`src/rtl/hd_pkg.sv`:
```
package hd_pkg;

    typedef enum logic [1:0] {
        BLK_NONE  = 2'd0,
        BLK_SHARE = 2'd1,
        BLK_OWNED = 2'd2
    } blk_state_e;

    typedef enum logic [1:0] {
        REQ_RDMISS = 2'd0,
        REQ_WRMISS = 2'd1,
        REQ_WRBACK = 2'd2
    } req_kind_e;

    typedef enum logic [1:0] {
        MSG_INVAL    = 2'd0,
        MSG_FETCH    = 2'd1,
        MSG_FETCHINV = 2'd2,
        MSG_REPLY    = 2'd3
    } msg_kind_e;

    typedef enum logic [2:0] {
        PH_IDLE  = 3'd0,
        PH_INVAL = 3'd1,
        PH_FETCH = 3'd2,
        PH_WAIT  = 3'd3,
        PH_REPLY = 3'd4
    } phase_e;

endpackage

```
`src/rtl/hd_first_set.sv`:
```
module hd_first_set #(
    parameter int W     = 8,
    parameter int IDX_W = $clog2(W)
) (
    input  logic [W-1:0]     vec,
    output logic [IDX_W-1:0] idx,
    output logic [W-1:0]     onehot
);

    always_comb begin
        idx = '0;
        for (int i = W - 1; i >= 0; i--) begin
            if (vec[i]) begin
                idx = IDX_W'(i);
            end
        end
        onehot = (|vec) ? (W'(1) << idx) : '0;
    end

endmodule

```
`src/rtl/hd_dir_table.sv`:
```
module hd_dir_table
    import hd_pkg::*;
#(
    parameter int NPROC  = 8,
    parameter int NBLK   = 64,
    parameter int DATA_W = 32,
    localparam int ADDR_W = $clog2(NBLK)
) (
    input  logic              clk,
    input  logic              rst_n,
    input  logic [ADDR_W-1:0] rd_addr,
    output blk_state_e        rd_state,
    output logic [NPROC-1:0]  rd_sharers,
    output logic [DATA_W-1:0] rd_data,
    input  logic              we,
    input  logic [ADDR_W-1:0] wr_addr,
    input  blk_state_e        wr_state,
    input  logic [NPROC-1:0]  wr_sharers,
    input  logic              wr_data_en,
    input  logic [DATA_W-1:0] wr_data
);

    blk_state_e        state_q   [NBLK];
    logic [NPROC-1:0]  sharers_q [NBLK];
    logic [DATA_W-1:0] word_q    [NBLK];

    for (genvar gi = 0; gi < NBLK; gi++) begin : g_entry
        logic hit;
        assign hit = we && (wr_addr == ADDR_W'(gi));

        always_ff @(posedge clk) begin
            if (!rst_n) begin
                state_q[gi]   <= BLK_NONE;
                sharers_q[gi] <= '0;
                word_q[gi]    <= DATA_W'(gi);
            end else if (hit) begin
                state_q[gi]   <= wr_state;
                sharers_q[gi] <= wr_sharers;
                if (wr_data_en) begin
                    word_q[gi] <= wr_data;
                end
            end
        end
    end

    always_comb begin
        rd_state   = state_q[rd_addr];
        rd_sharers = sharers_q[rd_addr];
        rd_data    = word_q[rd_addr];
    end

endmodule

```
`src/rtl/hd_directory.sv`:
```
module hd_directory
    import hd_pkg::*;
#(
    parameter int NPROC  = 8,
    parameter int NBLK   = 64,
    parameter int DATA_W = 32,
    localparam int PID_W  = $clog2(NPROC),
    localparam int ADDR_W = $clog2(NBLK)
) (
    input  logic              clk,
    input  logic              rst_n,
    input  logic              req_valid,
    output logic              req_ready,
    input  logic [1:0]        req_kind,
    input  logic [PID_W-1:0]  req_proc,
    input  logic [ADDR_W-1:0] req_addr,
    input  logic [DATA_W-1:0] req_data,
    output logic              out_valid,
    input  logic              out_ready,
    output logic [1:0]        out_kind,
    output logic [PID_W-1:0]  out_dest,
    output logic [ADDR_W-1:0] out_addr,
    output logic [DATA_W-1:0] out_data
);

    typedef struct packed {
        phase_e            phase;
        logic [ADDR_W-1:0] addr;
        logic [PID_W-1:0]  req_p;
        logic              is_write;
        logic [NPROC-1:0]  pend;
        logic [PID_W-1:0]  owner;
        logic [DATA_W-1:0] data;
    } ctl_t;

    ctl_t ctl_d, ctl_q;

    logic [ADDR_W-1:0] rd_addr;
    blk_state_e        rd_state;
    logic [NPROC-1:0]  rd_sharers;
    logic [DATA_W-1:0] rd_data;
    logic              we;
    blk_state_e        wr_state;
    logic [NPROC-1:0]  wr_sharers;
    logic              wr_data_en;
    logic [DATA_W-1:0] wr_data;

    logic [PID_W-1:0]  own_idx;
    logic [NPROC-1:0]  own_hot;
    logic [PID_W-1:0]  pend_idx;
    logic [NPROC-1:0]  pend_hot;

    hd_dir_table #(
        .NPROC (NPROC),
        .NBLK  (NBLK),
        .DATA_W(DATA_W)
    ) table_i (
        .clk       (clk),
        .rst_n     (rst_n),
        .rd_addr   (rd_addr),
        .rd_state  (rd_state),
        .rd_sharers(rd_sharers),
        .rd_data   (rd_data),
        .we        (we),
        .wr_addr   (ctl_d.addr),
        .wr_state  (wr_state),
        .wr_sharers(wr_sharers),
        .wr_data_en(wr_data_en),
        .wr_data   (wr_data)
    );

    hd_first_set #(.W(NPROC)) owner_scan_i (
        .vec   (rd_sharers),
        .idx   (own_idx),
        .onehot(own_hot)
    );

    hd_first_set #(.W(NPROC)) pend_scan_i (
        .vec   (ctl_q.pend),
        .idx   (pend_idx),
        .onehot(pend_hot)
    );

    logic [NPROC-1:0] req_bit;
    logic [NPROC-1:0] others;
    logic             wb_match;

    always_comb begin
        ctl_d      = ctl_q;
        we         = 1'b0;
        wr_state   = BLK_NONE;
        wr_sharers = '0;
        wr_data_en = 1'b0;
        wr_data    = req_data;
        req_ready  = 1'b0;
        out_valid  = 1'b0;
        out_kind   = MSG_REPLY;
        out_dest   = ctl_q.req_p;
        out_addr   = ctl_q.addr;
        out_data   = '0;

        req_bit  = NPROC'(1) << req_proc;
        others   = rd_sharers & ~req_bit;
        wb_match = (req_kind == REQ_WRBACK) && (req_addr == ctl_q.addr)
                   && (req_proc == ctl_q.owner);
        rd_addr  = (ctl_q.phase == PH_IDLE) ? req_addr : ctl_q.addr;

        case (ctl_q.phase)
            PH_IDLE: begin
                req_ready = 1'b1;
                if (req_valid) begin
                    ctl_d.addr     = req_addr;
                    ctl_d.req_p    = req_proc;
                    ctl_d.is_write = (req_kind == REQ_WRMISS);
                    ctl_d.owner    = own_idx;
                    ctl_d.data     = rd_data;
                    ctl_d.pend     = '0;
                    case (req_kind)
                        REQ_RDMISS: begin
                            if (rd_state == BLK_OWNED) begin
                                ctl_d.phase = PH_FETCH;
                            end else begin
                                we          = 1'b1;
                                wr_state    = BLK_SHARE;
                                wr_sharers  = rd_sharers | req_bit;
                                ctl_d.phase = PH_REPLY;
                            end
                        end
                        REQ_WRMISS: begin
                            if (rd_state == BLK_OWNED) begin
                                ctl_d.phase = PH_FETCH;
                            end else if (others == '0) begin
                                we          = 1'b1;
                                wr_state    = BLK_OWNED;
                                wr_sharers  = req_bit;
                                ctl_d.phase = PH_REPLY;
                            end else begin
                                ctl_d.pend  = others;
                                ctl_d.phase = PH_INVAL;
                            end
                        end
                        REQ_WRBACK: begin
                            if (rd_state == BLK_OWNED && own_hot == req_bit) begin
                                we         = 1'b1;
                                wr_state   = BLK_NONE;
                                wr_sharers = '0;
                                wr_data_en = 1'b1;
                            end
                        end
                        default: ;
                    endcase
                end
            end
            PH_INVAL: begin
                out_valid = 1'b1;
                out_kind  = MSG_INVAL;
                out_dest  = pend_idx;
                if (out_ready) begin
                    ctl_d.pend = ctl_q.pend & ~pend_hot;
                    if (ctl_d.pend == '0) begin
                        we          = 1'b1;
                        wr_state    = BLK_OWNED;
                        wr_sharers  = NPROC'(1) << ctl_q.req_p;
                        ctl_d.phase = PH_REPLY;
                    end
                end
            end
            PH_FETCH: begin
                out_valid = 1'b1;
                out_kind  = ctl_q.is_write ? MSG_FETCHINV : MSG_FETCH;
                out_dest  = ctl_q.owner;
                if (out_ready) begin
                    ctl_d.phase = PH_WAIT;
                end
            end
            PH_WAIT: begin
                req_ready = wb_match;
                if (req_valid && wb_match) begin
                    we          = 1'b1;
                    wr_data_en  = 1'b1;
                    ctl_d.data  = req_data;
                    if (ctl_q.is_write) begin
                        wr_state   = BLK_OWNED;
                        wr_sharers = NPROC'(1) << ctl_q.req_p;
                    end else begin
                        wr_state   = BLK_SHARE;
                        wr_sharers = (NPROC'(1) << ctl_q.req_p)
                                   | (NPROC'(1) << ctl_q.owner);
                    end
                    ctl_d.phase = PH_REPLY;
                end
            end
            PH_REPLY: begin
                out_valid = 1'b1;
                out_kind  = MSG_REPLY;
                out_dest  = ctl_q.req_p;
                out_data  = ctl_q.data;
                if (out_ready) begin
                    ctl_d.phase = PH_IDLE;
                end
            end
            default: ctl_d.phase = PH_IDLE;
        endcase
    end

    always_ff @(posedge clk) begin
        if (!rst_n) begin
            ctl_q       <= '0;
            ctl_q.phase <= PH_IDLE;
        end else begin
            ctl_q <= ctl_d;
        end
    end

endmodule

```
`config.mk`:
```
export PLATFORM = sky130hd
export DESIGN_NAME = hd_directory
export DESIGN_NICKNAME = d
export VERILOG_FILES = /design/src/rtl/hd_pkg.sv /design/src/rtl/hd_first_set.sv /design/src/rtl/hd_dir_table.sv /design/src/rtl/hd_directory.sv
export SDC_FILE = /design/constraint.sdc
export NUM_CORES = 2
export LEC_CHECK = 0
export BUFFER_PORTS_ARGS = -buffer_cell sky130_fd_sc_hd__buf_2
export CORE_MARGIN = 4
export CORE_UTILIZATION = 30
export DETAILED_ROUTE_END_ITERATION = 6
export MAX_ROUTING_LAYER = met4
export SLEW_MARGIN = 0
export SYNTH_ARGS = -nofsm -noshare
export SYNTH_HDL_FRONTEND = slang
export SYNTH_HIERARCHICAL = 1
export SYNTH_SLANG_ARGS = --single-unit
```
`constraint.sdc`:
```
create_clock -name clk -period 9.2 [get_ports clk]
set_input_delay 2.3 -clock clk [delete_from_list [all_inputs] [get_ports clk]]
set_output_delay 2.3 -clock clk [all_outputs]
set_load 0.01 [all_outputs]
```
==> flow_summary.yaml <==
global_route:
  gr-total-overflow: 0
  grtUsageTotal: 0.183
  via_count_of_the_first_global_routing_pass: 75200
  grt_max_degree: 129
  wire_length_of_the_first_global_routing_pass_mm: 561
  grt_antenna_before_repair: 17
sta:
  max_slew.worst_pin.slew_ps: 1280
  time_the_final_worst_path_needs_with_i_o_delays_and_setup_ps: 8180
  fin_ws_ps: 1020
  slew_violations: 0
  grt_setup_unrepaired: "false"
  finalSetupViolations: 0
  fin_skew_ps: 105
  timing.hold.ws_ps: 523
  timing.final.hold_violations: 0
  finalCritPeriodShare: 0.889
  fmax_mhz: 122
  timing.max_slew.rel_slack: 0.142
place:
  detailedPlacementHpwl_mm: 235
  port-buffer-count: 91
  place_congestion: 0.898
  count_of_placed_standard_cells_including_taps: 13700
  pre_cts_ws_ps: 419
floorplan:
  die-area_um2: 434000
  die-width_um: 659
  initial_core_util: 0.302
  fp.coreArea_um2: 421000
  die_y_um: 659
  core.rowCount: 238
  design.portCount: 92
setup_path:
  worstPathMaxFanout: 32
  timing.critical_path.cells: "buf_2 > mux2_2 > buf_4 > nand3b_1 > buf_4 > o22ai_1 > a211oi_1 > a21oi_1 > a221oi_1 > buf_4 > nor2b_1 > nor3b_1 > nand2_1 > a31oi_1 > o2111a_1 > a32oi_1 > o21ai_0 > nor2b_1 > nand3_2 > buf_4 > nor3_2 > buf_4 > nand2b_1"
  path_common_cell: "buf_4"
  path_buf_inv: 6
  required_ps: 9800
  worst_ep_arrival_ps: 8780
  worst_path_max_delay_cell: "a211oi_1"
  timing_worst_setup_path_type: "input pin to register"
  crit_path_max_delay_family: "compound AO/OA/AOI/OAI gates"
  max_stage_delay_ps: 690
  startpoint_type: "input pin"
  timing.critical_path.to_type: "register"
power:
  power.density_cell_area_nw_per_um2: 260
  power.net_switching_w: 0.0127
  worst_ir_drop_vdd_v: 0.000346
  power.clock.fraction: 0.312
  p_int_w: 0.0252
  power.combinational.fraction: 0.309
  switching_share_of_power: 0.335
  leak_pwr_nw: 50.2
  power_w: 0.0379
  power.sequential.fraction: 0.379
synthesis:
  ys.warnings.count: 6
  syn_area_um2: 127000
  arithmetic_cell_share_of_the_synthesized_area_counting_full_adders_half_adders_and_majority_gates: 0
  synthesis.area_per_instance_um2: 15.2
  synth.net_count: 8425
  synthArstFlopShare: 0
  synth_top_family_by_area: "simple AND/OR/NAND/NOR gates"
  top_cells_by_area_synth: "edfxtp_1 (64%), and2_1 (12%), mux4_2 (12%)"
  synth_enable_flop_cells: 2688
  count_of_distinct_cell_types_in_the_synthesized_netlist: 72
  synth_seq_area_share: 0.645
  synth_xor_xnor_area_share: 0.000690
  ys_dominant_reg_cell: "edfxtp_1"
  netlist.area_leader.share: 0.636
  netlist_instances: 8378
  synth-compound-area-share: 0.0368
  simple_gate_fraction_of_synth_area: 0.156
  synth_seq_cells: 2744
  cell_type_with_the_highest_aggregate_area_in_the_netlist: "edfxtp_1"
  yosys-mux-area-fraction: 0.131
status:
  status: "finished, final reports clean"
drt:
  drt-initial-drc-count: 9040
  dr_wl_met3_mm: 34.7
  post_route_antenna_net_violation_count: 0
  detail_route.first_pass.iterations: 7
  drt-vias-per-instance: 5.24
  wirelength_mm: 396
  routedWlPerCell_um: 27.9
  wl_met2_mm: 188
  topRoutingLayerUsed: "met4"
  residual_drc: 0
  detail_route.wirelength.met1_mm: 152
  route.vias.total: 74400
cts:
  clock_tree_from_tritoncts: "done"
  holdBufCountCts: 0
  cts-root-to-sink-buffers: 4
  path_clk_slew_ps: 60
  cts_root_buf: "clkbuf_16"
  clkSinkCount: 2744
  cts.repair_timing.setup_buffer_count: 0
  cts-htree-levels: 5
  post_cts_resize_count: 0
  clock_latency_at_the_later_pin_of_the_worst_skew_pair_ps: 910
  numCtsBuffers: 296
layout:
  layout-drive-gt1-share: 0.210
  fill_cells: 39700
  area_growth_pct: 14.7
  layout.cells.non_filler: 14200
  layout.cells.most_common: "edfxtp_1"
  layout.core_utilization: 0.346
  finalNetCount: 8378
  layout_common_cells: "edfxtp_1 (2688), and2_1 (2501), mux4_2 (652)"
worst_hold_path:
  hp-class: "register to register"
flow_run:
  drv_cap: 0
-- final timing paths --
kind	start	to	slack, ps	cells past startpoint
min reg2reg	ctl_q[40]	ctl_q[40]	520	2
max reg2reg	ctl_q[54]	table_i/word_q[34][1]	1390	24
max	req_addr[5]	table_i/word_q[34][1]	1020	23
min	ctl_q[40]	ctl_q[40]	520	2
-- layout make-up --
class	instances	area [µm²]	share of cell area
timing repair buffer	511	4580	0.0314
sequential	2744	81800	0.562
clock buffer	365	7840	0.0538
multi-input combinational	4763	42700	0.293
tap	5640	7060	0.0484
clock inverter	155	1580	0.0109
inverter	15	63.8	0.000438
antenna	7	17.5	0.000120
-- kinds of logic (layout without fill, tap and decap cells) --
group | after synthesis | in the layout
compound gates | 644 | 644
mux | 844 | 844
xor+xnor | 10 | 10
flops | 2744 | 2744
simple gates | 3265 | 3265
other cells | 0 | 7
buf+inv | 871 | 1046
-- synthesized netlist by cell type, types with 4 or more instances --
cell,instances
a211o_1,17
a211oi_1,28
a211oi_2,30
a21boi_0,4
a21oi_1,108
a221oi_1,89
a22o_1,56
a22oi_1,39
a31oi_1,12
a32oi_1,12
and2_1,2504
and3_1,79
and3b_1,4
buf_1,62
buf_2,79
buf_4,58
buf_6,36
clkbuf_1,617
dfxtp_1,56
edfxtp_1,2688
inv_1,13
mux2_2,26
mux2i_1,166
mux4_2,652
nand2_1,102
nand2b_1,202
nand3_1,38
nand3b_1,10
nand4_1,4
nor2_1,119
nor2b_1,41
nor3_1,117
nor3b_1,10
nor4_1,8
o211ai_1,8
o21ai_0,81
o221ai_1,9
o22a_1,4
o22ai_1,62
o31ai_1,66
or3b_2,5
xor2_1,9
-- sequential cells by signal, summed over array words and instances, names as in the netlist --
register           count
ctl_q                 50
out_addr               6
table_i/sharers_q    512
table_i/state_q      128
table_i/word_q      2048
-- layer usage --
| metal | vias to the layer above | track usage |
|---|---|---|
| met5 | - | - |
| met4 | 0 | 0.0826 |
| met3 | 739 | 0.0333 |
| met2 | 3609 | 0.289 |
| met1 | 39000 | 0.228 |
| li1 | 31000 | - |
-- stage by stage --
stage	area, µm²	setup TNS (ps)
detailed placement	136000	0
CTS	146000	0
finish	146000	0
floorplan	127000	-1451680
global route	146000	0
global placement	136000	0
-- worst reg2reg max path, delay by kind of cell, from the launching register on --
| family | cells | cell delay, ps |
|---|---|---|
| muxes | 1 | 690 |
| DFF | 1 | 520 |
| and+or+nand+nor | 9 | 2040 |
| AOI/OAI and AO/OA | 8 | 2450 |
| buffers and inverters | 6 | 1820 |
-- power by group through the flow --
| stage | sequential [W] | clock (W) | combinational, W |
|---|---|---|---|
| 2_1_floorplan | 0.0145 | 0 | 0.00690 |
| 3_3_place_gp | 0.0146 | 0 | 0.0115 |
| 3_5_place_dp | 0.0146 | 0 | 0.0115 |
| 4_1_cts | 0.0144 | 0.0120 | 0.0116 |
| 5_1_grt | 0.0144 | 0.0125 | 0.0120 |
| 6_report | 0.0144 | 0.0118 | 0.0117 |
Note: power is estimated with default switching activity, not from simulation.
